--- config.mk ---
export PLATFORM = sky130hd
export DESIGN_NAME = quad_phase_core
export DESIGN_NICKNAME = d
export VERILOG_FILES = /design/src/rtl/qpc_pkg.sv /design/src/rtl/qpc_sequencer.sv /design/src/rtl/qpc_decode.sv /design/src/rtl/qpc_datapath.sv /design/src/rtl/qpc_pc.sv /design/src/rtl/quad_phase_core.sv
export SDC_FILE = /design/constraint.sdc
export NUM_CORES = 1
export LEC_CHECK = 0
export BUFFER_PORTS_ARGS = -buffer_cell sky130_fd_sc_hd__buf_4
export CAP_MARGIN = 30
export CORE_ASPECT_RATIO = 2
export CORE_MARGIN = 3
export CORE_UTILIZATION = 58
export DETAILED_ROUTE_END_ITERATION = 8
export PLACE_DENSITY = 0.95
export SLEW_MARGIN = 20
export SYNTH_ARGS = -nofsm -noshare
export SYNTH_HDL_FRONTEND = slang
export SYNTH_SLANG_ARGS = --single-unit
--- constraint.sdc ---
create_clock -name clk -period 8.4 [get_ports clk]
set_input_delay 0.42 -clock clk [delete_from_list [all_inputs] [get_ports clk]]
set_output_delay 0.42 -clock clk [all_outputs]
set_load 0.02 [all_outputs]
--- src/rtl/qpc_pkg.sv ---
package qpc_pkg;

  typedef logic [1:0] phase_t;

  localparam phase_t PH_DECODE = 2'd0;
  localparam phase_t PH_READ   = 2'd1;
  localparam phase_t PH_PROC   = 2'd2;
  localparam phase_t PH_WRITE  = 2'd3;

  localparam int unsigned IW = 16;
  localparam int unsigned DW = 8;

  localparam logic [5:0] OPC_AND_FILE  = 6'b000101;
  localparam logic [7:0] OPC_BR_CARRY  = 8'b11100010;

  // AND of working register and operand
  function automatic logic [DW-1:0] and_byte(input logic [DW-1:0] a, input logic [DW-1:0] b);
    return a & b;
  endfunction

  // flags derived from a result byte: {neg, zero}
  function automatic logic [1:0] nz_of(input logic [DW-1:0] r);
    return {r[DW-1], (r == '0)};
  endfunction

endpackage

--- src/rtl/qpc_sequencer.sv ---
module qpc_sequencer
  import qpc_pkg::*;
(
  input  logic   clk,
  input  logic   rst_n,
  input  logic   hold,
  input  logic   br_taken,
  output phase_t phase,
  output logic   flush
);

  phase_t phase_q;
  logic   flush_q;

  always_ff @(posedge clk or negedge rst_n) begin
    if (!rst_n) begin
      phase_q <= PH_DECODE;
      flush_q <= 1'b0;
    end else if (hold) begin
      phase_q <= PH_DECODE;
      flush_q <= 1'b0;
    end else begin
      phase_q <= phase_q + 2'd1;
      if (phase_q == PH_WRITE) flush_q <= br_taken;
    end
  end

  assign phase = phase_q;
  assign flush = flush_q;

  // four phases in strict order
  a_r7_phase_step: assert property (@(posedge clk) disable iff (!rst_n)
    !hold |=> (phase_q == $past(phase_q) + 2'd1));

  // a stall parks the core at decode
  a_r12_hold_decode: assert property (@(posedge clk) disable iff (!rst_n)
    hold |=> (phase_q == PH_DECODE));

  // the idle cycle lasts one instruction cycle only
  a_r10_flush_once: assert property (@(posedge clk) disable iff (!rst_n)
    (flush_q && phase_q == PH_WRITE && !hold) |=> !flush_q);

endmodule

--- src/rtl/qpc_decode.sv ---
module qpc_decode
  import qpc_pkg::*;
#(
  parameter int unsigned BANK_W    = 4,
  parameter logic [7:0]  ACC_SPLIT = 8'h80,
  localparam int unsigned DA_W     = BANK_W + 8
) (
  input  logic [IW-1:0]     ir,
  input  logic              exec,
  input  logic [BANK_W-1:0] bsr,
  output logic              is_and,
  output logic              is_bc,
  output logic              dst_file,
  output logic [DA_W-1:0]   file_addr,
  output logic [7:0]        br_off
);

  // bank mapping: split access bank or bank register
  function automatic logic [DA_W-1:0] map_addr(input logic [7:0] f, input logic use_bank,
                                               input logic [BANK_W-1:0] bank);
    if (use_bank) return {bank, f};
    return {{BANK_W{(f >= ACC_SPLIT)}}, f};
  endfunction

  always_comb begin
    is_and    = exec && (ir[15:10] == OPC_AND_FILE);
    is_bc     = exec && (ir[15:8] == OPC_BR_CARRY);
    dst_file  = ir[9];
    file_addr = map_addr(ir[7:0], ir[8], bsr);
    br_off    = ir[7:0];
  end

endmodule

--- src/rtl/qpc_datapath.sv ---
module qpc_datapath
  import qpc_pkg::*;
#(
  parameter int unsigned BANK_W = 4
) (
  input  logic              clk,
  input  logic              rst_n,
  input  phase_t            phase,
  input  logic              hold,
  input  logic [DW-1:0]     pre_w,
  input  logic              pre_c,
  input  logic [BANK_W-1:0] pre_bsr,
  input  logic [IW-1:0]     pm_rdata,
  input  logic [DW-1:0]     dm_rdata,
  input  logic              is_and,
  input  logic              is_bc,
  input  logic              dst_file,
  output logic [IW-1:0]     ir,
  output logic [BANK_W-1:0] bsr,
  output logic [DW-1:0]     w,
  output logic              n_flag,
  output logic              z_flag,
  output logic              c_flag,
  output logic              rd_en,
  output logic              wr_en,
  output logic [DW-1:0]     wdata,
  output logic              br_taken
);

  logic [IW-1:0]     ir_q;
  logic [DW-1:0]     w_q, opnd_q, res_q;
  logic [BANK_W-1:0] bsr_q;
  logic              n_q, z_q, c_q;

  // named phase events
  logic ev_fetch, ev_read, ev_proc, ev_write;
  assign ev_fetch = !hold && phase == PH_DECODE;
  assign ev_read  = !hold && phase == PH_READ  && is_and;
  assign ev_proc  = !hold && phase == PH_PROC  && is_and;
  assign ev_write = !hold && phase == PH_WRITE && is_and;

  always_ff @(posedge clk or negedge rst_n) begin
    if (!rst_n) begin
      ir_q   <= '0;
      w_q    <= '0;
      opnd_q <= '0;
      res_q  <= '0;
      bsr_q  <= '0;
      n_q    <= 1'b0;
      z_q    <= 1'b0;
      c_q    <= 1'b0;
    end else if (hold) begin
      w_q   <= pre_w;
      c_q   <= pre_c;
      bsr_q <= pre_bsr;
    end else begin
      if (ev_fetch) ir_q   <= pm_rdata;
      if (ev_read)  opnd_q <= dm_rdata;
      if (ev_proc)  res_q  <= and_byte(w_q, opnd_q);
      if (ev_write) begin
        if (!dst_file) w_q <= res_q;
        {n_q, z_q} <= nz_of(res_q);
      end
    end
  end

  assign ir       = ir_q;
  assign bsr      = bsr_q;
  assign w        = w_q;
  assign n_flag   = n_q;
  assign z_flag   = z_q;
  assign c_flag   = c_q;
  assign rd_en    = ev_read;
  assign wr_en    = ev_write && dst_file;
  assign wdata    = res_q;
  assign br_taken = (phase == PH_WRITE) && is_bc && c_q;

  // AND leaves carry alone
  a_r6_carry_kept: assert property (@(posedge clk) disable iff (!rst_n)
    ev_write |=> $stable(c_q));

  // branch touches no flag
  a_r8_flags_kept: assert property (@(posedge clk) disable iff (!rst_n)
    (phase == PH_WRITE && is_bc && !hold) |=> $stable({n_q, z_q, c_q}));

  // memory destination keeps W
  a_r3_w_kept: assert property (@(posedge clk) disable iff (!rst_n)
    wr_en |=> $stable(w_q));

endmodule

--- src/rtl/qpc_pc.sv ---
module qpc_pc
  import qpc_pkg::*;
#(
  parameter int unsigned PC_W = 16
) (
  input  logic            clk,
  input  logic            rst_n,
  input  phase_t          phase,
  input  logic            hold,
  input  logic            exec,
  input  logic            br_taken,
  input  logic [7:0]      br_off,
  output logic [PC_W-1:0] pc,
  output logic [PC_W-2:0] word_addr
);

  logic [PC_W-1:0] pc_q;

  // PC + 2 + 2n, n signed
  function automatic logic [PC_W-1:0] rel_target(input logic [PC_W-1:0] base, input logic [7:0] off);
    logic [PC_W-1:0] disp;
    disp = {{(PC_W-9){off[7]}}, off, 1'b0};
    return base + PC_W'(2) + disp;
  endfunction

  logic ev_retire;
  assign ev_retire = !hold && exec && phase == PH_WRITE;

  always_ff @(posedge clk or negedge rst_n) begin
    if (!rst_n) pc_q <= '0;
    else if (ev_retire) pc_q <= br_taken ? rel_target(pc_q, br_off) : pc_q + PC_W'(2);
  end

  assign pc        = pc_q;
  assign word_addr = pc_q[PC_W-1:1];

  // idle cycle does not move the PC
  a_r10_pc_frozen: assert property (@(posedge clk) disable iff (!rst_n)
    !exec |=> $stable(pc_q));

  // fall-through steps by two
  a_r9_pc_step: assert property (@(posedge clk) disable iff (!rst_n)
    (ev_retire && !br_taken) |=> (pc_q == $past(pc_q) + PC_W'(2)));

  // byte PC stays even
  a_r8_pc_even: assert property (@(posedge clk) disable iff (!rst_n)
    pc_q[0] == 1'b0);

endmodule

--- src/rtl/quad_phase_core.sv ---
module quad_phase_core
  import qpc_pkg::*;
#(
  parameter int unsigned PC_W      = 16,
  parameter int unsigned BANK_W    = 4,
  parameter logic [7:0]  ACC_SPLIT = 8'h80,
  localparam int unsigned DA_W     = BANK_W + 8
) (
  input  logic              clk,
  input  logic              rst_n,
  output logic [PC_W-2:0]   pm_word_addr,
  input  logic [15:0]       pm_rdata,
  output logic [DA_W-1:0]   dm_addr,
  output logic              dm_rd_en,
  input  logic [7:0]        dm_rdata,
  output logic              dm_wr_en,
  output logic [7:0]        dm_wdata,
  input  logic              pre_en,
  input  logic [7:0]        pre_w,
  input  logic              pre_carry,
  input  logic [BANK_W-1:0] pre_bsr,
  output logic [PC_W-1:0]   dbg_pc,
  output logic [7:0]        dbg_w,
  output logic              dbg_n,
  output logic              dbg_z,
  output logic              dbg_c
);

  phase_t            phase;
  logic              flush, exec;
  logic [IW-1:0]     ir;
  logic [BANK_W-1:0] bsr;
  logic              is_and, is_bc, dst_file, br_taken;
  logic [7:0]        br_off;

  assign exec = !flush;

  qpc_sequencer u_seq (
    .clk      (clk),
    .rst_n    (rst_n),
    .hold     (pre_en),
    .br_taken (br_taken),
    .phase    (phase),
    .flush    (flush)
  );

  qpc_decode #(.BANK_W(BANK_W), .ACC_SPLIT(ACC_SPLIT)) u_dec (
    .ir        (ir),
    .exec      (exec),
    .bsr       (bsr),
    .is_and    (is_and),
    .is_bc     (is_bc),
    .dst_file  (dst_file),
    .file_addr (dm_addr),
    .br_off    (br_off)
  );

  qpc_datapath #(.BANK_W(BANK_W)) u_dp (
    .clk      (clk),
    .rst_n    (rst_n),
    .phase    (phase),
    .hold     (pre_en),
    .pre_w    (pre_w),
    .pre_c    (pre_carry),
    .pre_bsr  (pre_bsr),
    .pm_rdata (pm_rdata),
    .dm_rdata (dm_rdata),
    .is_and   (is_and),
    .is_bc    (is_bc),
    .dst_file (dst_file),
    .ir       (ir),
    .bsr      (bsr),
    .w        (dbg_w),
    .n_flag   (dbg_n),
    .z_flag   (dbg_z),
    .c_flag   (dbg_c),
    .rd_en    (dm_rd_en),
    .wr_en    (dm_wr_en),
    .wdata    (dm_wdata),
    .br_taken (br_taken)
  );

  qpc_pc #(.PC_W(PC_W)) u_pc (
    .clk       (clk),
    .rst_n     (rst_n),
    .phase     (phase),
    .hold      (pre_en),
    .exec      (exec),
    .br_taken  (br_taken),
    .br_off    (br_off),
    .pc        (dbg_pc),
    .word_addr (pm_word_addr)
  );

  // write-back always follows the operand read by two clocks
  a_r7_write_after_read: assert property (@(posedge clk) disable iff (!rst_n)
    dm_wr_en |-> $past(dm_rd_en, 2));

endmodule

# Word level (Yosys, flattened, before mapping)
# Cells that the tools add are included.
dict set report word_totals {
  regBits 66
  input_bits 40
}
dict set report classes {
  n_bitwise 2
  n_reduce_logical 25
  eq_ne 6
  add_sub_neg 3
  n_lt_le_gt_ge 1
  n_mux 10
}
# op count
set ops {}
lappend ops {{12-bit 2-to-1 mux} 2}
lappend ops {{8-bit 2-to-1 mux} 3}
lappend ops {{16-bit adder} 1}
lappend ops {{16-bit by 2-bit adder with 16-bit output, second input constant} 1}
lappend ops {{16-bit 2-to-1 mux} 1}
lappend ops {{1-bit logical AND} 14}
lappend ops {{2-bit AND reduction} 5}
lappend ops {{8-bit AND} 1}
lappend ops {{8-bit == test, second input constant} 1}
lappend ops {{8-bit greater-or-equal comparator, second input constant} 1}
lappend ops {{8-bit logical NOT} 1}
lappend ops {{6-bit by 3-bit == test with 1-bit output, second input constant} 1}
lappend ops {{2-bit == test, second input constant} 2}
lappend ops {{2-bit nonzero test} 2}
lappend ops {{1-bit 2-to-1 mux} 3}
lappend ops {{2-bit by 1-bit adder with 2-bit output, second input constant} 1}
lappend ops {{2-bit by 1-bit == test with 1-bit output, second input constant} 1}
lappend ops {{1-bit logical NOT} 2}
lappend ops {{2-bit logical NOT} 1}
lappend ops {{2-bit 2-to-1 mux} 1}
lappend ops {{2-bit inequality test, second input constant} 1}
lappend ops {{1-bit NOT} 1}

# Depth between registers and ports, before layout
dict set report logic_depth {
  depth_word 6
  ltp_mapped 14
  ltp_nobuf 14
}

# Hierarchy
# Synthesis repeated with hierarchy kept, for this count alone.
dict set report hier_totals {
  cells_unflattened 421
  hier_area_um2 4221.5
}
# mod instances cells_each area_per_inst_um2 seq_area_each_um2
set modules_own_cells {}
lappend modules_own_cells {qpc_datapath 1 148 1975.6 1176.1}
lappend modules_own_cells {qpc_pc 1 232 1919.3 375.4}
lappend modules_own_cells {qpc_decode 1 32 211.5 0.0}
lappend modules_own_cells {qpc_sequencer 1 8 111.4 75.1}
lappend modules_own_cells {quad_phase_core 1 1 3.8 0.0}

# Worst setup path before layout
# OpenSTA, ideal clock, no wires.
dict set report synth_path {
  path_type {register to register}
  from {register u_pc.pc_q[3] (netlist: u_pc.pc[3])}
  to {register u_pc.pc_q[15] (netlist: u_pc.pc[15])}
  stages_incl_launch_ff 15
  arrival_ps 2796
  slack_ps 5517
  synth_period_minus_slack_ps 2883
  n_path_buf 2
  required_time_ps 8313
  setup_ps 87
  path_cell_list {dfrtp_1 clkbuf_2 nand3_1 nor2_2 nand3_1 xnor2_1 ha_1 buf_2 nand4_1 a211oi_1 a21o_1 nor3_2 nand3b_2 mux2_1 o211ai_1}
}
dict set report synth_via {
  elab_chain_cells 3
}
# item line
set synth_lines {}
lappend synth_lines {{start, declared} qpc_pc.sv:17} ;# logic [PC_W-1:0] pc_q;
lappend synth_lines {{start signal, assigned} qpc_pc.sv:31} ;# else if (ev_retire) pc_q <= br_taken ? rel_target(pc_q, br_off) : pc_q + PC_W'(2);
lappend synth_lines {{16-bit by 2-bit adder with 16-bit output *} {qpc_pc.sv:23, qpc_pc.sv:31}}
lappend synth_lines {{16-bit adder} qpc_pc.sv:23} ;# return base + PC_W'(2) + disp;
lappend synth_lines {{16-bit 2-to-1 mux *} qpc_pc.sv:31}
# Every way passes the cells marked *; elsewhere a longest branch is shown, timed or not.
# A chain may end at the register's enable or synchronous reset.

# Worst setup path in the final report
# Same ends and word-level chain as after synthesis.

==> results.md <==
- R2r endpoint: u_pc.pc[15]
- GR Util All Layers: 0.2825
- Post-CTS setup buffer count: 0
- CP cell instances: nand3_1 -> nor2_2 -> nand3_1 -> xnor2_1 -> ha_1 -> o211ai_1 -> a211oi_2 -> o21ai_0 -> nand3b_2 -> mux2_1 -> o211ai_1
- Final Cycle Share: 0.3800
- Setup TNS: 0 ps
- P_leak: approximately 2.4 nW
- Met3 WL: 729 um
- Synth Register Bits: 65
- Layout fillers: 480
- R2R Setup Slk: 5210 ps
- Power per cell area: around 250 nW/um^2
- DR vias: about 3.6k
- Synth area leaders: dfrtp_1 40%, nand2_1 7.9%, ha_1 7.0%, mux2_2 5.5%, buf_4 4.6%
- Worst Setup End Kind: register
- CP top delay family: compound AO/OA/AOI/OAI gates
- First-pass GRT wire length: about 18 mm
- Max_slew headroom: 0.3725
- Die Footprint: 8187 um^2
- Die W: about 66 um
- Commonest cells post-synth: 86 x nand2_1, 65 x dfrtp_1, 34 x o21ai_0
- Critical path class: reg -> reg
- Synthesized cell area: 4106 um^2
- Worst-path fanout max: 9
- Clk_lat worst skew: around 330 ps
- Layout Skew: around 3.2 ps
- Ys async rst share: 1.000
- Finish-stage setup viols: 0
- Number of vias per cell: approximately 6
- Tightest Hold Check Type: in -> async
- CTS tree: done
- Syn nets: 512
- Fin. max-slew vios: 0
- Hold slack: 169.3 ps
- CP required: roughly 8600 ps
- H-tree Lvls: 3
- Synth Instances: between 400 and 500
- Largest area contributor in the netlist: dfrtp_1
- Vias in the first global route: roughly 3.8k
- Gpl congestion: approximately 0.97
- Met1 wire length: ~3.6 mm
- CP arrival: roughly 3400 ps
- CTS Buf Count: 9
- Critical R2R Launch: u_pc.pc[3]
- Synthesized area per cell: 9.166 um^2
- WP buf/inv: 0
- Fmax achieved: between 300 and 400 MHz
- Remaining global-route overflow: 0
- CTS max path bufs: 2
- CP max stage delay: approximately 500 ps
- Synth Warn #: 0
- Clk sink count: 65
- Critical Path Start Type: register
- Layout Nets: about 590
- IO Count: 104
- Share of layout cells above drive strength 1: 0.2770
- Clock slew at reported path FFs: ~60 ps
- I/O Buffers: between 100 and 150
- Initial antenna violation count: 0
- Largest net degree at the start of global routing: 66
- Diodes inserted: 0
- RSZ-0062 raised after global routing: false
- Antenna-violating nets left: 0
- Top cell type's share of synthesized area: 0.3961
- Final wirelength: between 10 and 15 mm
- Starting Density: 0.6105
- Fin. Hold Viols: 0
- Crit path time final: 3192 ps
- DRT iter0 DRCs: ~360
- Worst reg-to-reg path cell count: 11
- Routed WL per cell: 17.80 um
- DR DRC count: 0
- First-pass iteration count of the detailed router: 5
- Max VDD drop: about 0.00018 V
- CP max-delay cell: dfrtp_1
- CTS root buf: clkbuf_16
- Sequential element share of the synthesized area: 0.3961
- Core area: ~6700 um^2
- Cts repair resizes: 0
- Status: complete, no violations
- Metal2 WL: between 6 and 7 mm
- Top-count cell post-synth: nand2_1
- Number of synthesized flops with an enable pin: 0
- Slew @ Worst Pin: ~940 ps
- Area grow syn2layout: 22.94%
- CTS hold repair buffers: 0
- Dpl hpwl: a little over 8 mm
- Synth Flop Type: dfrtp_1
- Die Ht: 125.0 um
- Top Metal Used: met4
- Max Cap Viol: 0
- Row count: 42
- Distinct cells, synth: 59
layout make-up:
type                    instances  area (um^2)  share of cell area
repair buffers                103        773.2              0.1532
clock inverters                 5        80.08             0.01586
clock buffers                  11        232.7             0.04610
flip-flops and latches         65         1627              0.3222
multi-input cells             330         2177              0.4312
inverters                      13        48.80            0.009665
well taps                      88        110.1             0.02181
where the power goes:
part           leakage (nW)  switching [mW]  internal (mW)
logic                  1.45           0.254          0.192
clock network         0.146           0.135          0.259
registers             0.823          0.0579          0.355
logic make-up (layout without fill, tap and decap cells):
kind of cell / count (synthesis) / in the layout / synth area share
flip-flops: 65 / 65 / 0.3961
AND/OR/NAND/NOR: 168 / 168 / 0.1981
buffers and inverters: 53 / 132 / 0.07373
AO/OA/AOI/OAI: 85 / 85 / 0.1289
multiplexers: 33 / 33 / 0.08684
other: 1 / 1 / 0.0009132
adder cells (fa/ha/maj): 24 / 24 / 0.07496
XOR/XNOR: 19 / 19 / 0.04052
stage by stage:
stage               power [mW]  instance area, um^2    util  setup slack, ps  instances
CTS                      1.253                 5049  0.7506             5267        615
global route             1.317                 5049  0.7506             4975        615
detailed placement      0.8545                 4736  0.7041             5314        599
global placement        0.8377                 4736  0.7041             5441        599
floorplan               0.7203                 4106       -             5517        448
finish                   1.254                 5049  0.7506             5208        615
registers in the layout, indices dropped and copies added, names as in the netlist, 2 cells and up:
signal and flops:
u_dp.w 8, u_dp.opnd_q 8, u_dp.wdata 8, u_seq.phase 2
u_dp.ir 16, u_pc.pc 15, u_dp.bsr 4
cell usage in the layout, fill, tap and decap left out, types with 3 or more instances in the layout:
master     Yosys  final
and3_1         3      3
and2_1         4      4
mux2i_1       12     12
clkbuf_16      0      9
a31oi_1        5      5
nor3b_1        3      3
o21ai_0       34     34
inv_1         12     12
nand2b_1       3      3
nand3_1       10     10
mux2_2        20     20
nor2b_1        6      6
a21o_1         4      4
o211ai_1       4      4
a21oi_1       16     16
nor3_1        12     12
buf_4         25    103
xnor2_1       13     13
dfrtp_1       65     65
xor2_1         6      6
nand2_1       86     86
ha_1          23     23
nand4_1        3      3
nor2_1        21     21
worst max-delay path by stage:
stage / startpoint / to / slack [ps] / depth (start not counted)
after floorplan: u_pc.pc[3] / u_pc.pc[15] / 5520 / 14
after global placement: u_pc.pc[3] / u_pc.pc[15] / 5440 / 12
after detailed placement: u_pc.pc[3] / u_pc.pc[15] / 5310 / 11
after CTS: u_pc.pc[3] / u_pc.pc[15] / 5270 / 12
after global routing: u_pc.pc[3] / u_pc.pc[15] / 4980 / 12
final: u_pc.pc[3] / u_pc.pc[15] / 5210 / 11
layer usage:
metal / track usage / vias to the layer above
met2: 0.5093 / 178
met4: 0.1614 / 0
met1: 0.2792 / 1736
li1: - / 1688
met5: 0 / -
met3: 0.07451 / 42
Note: power is estimated with default switching activity, not from simulation.
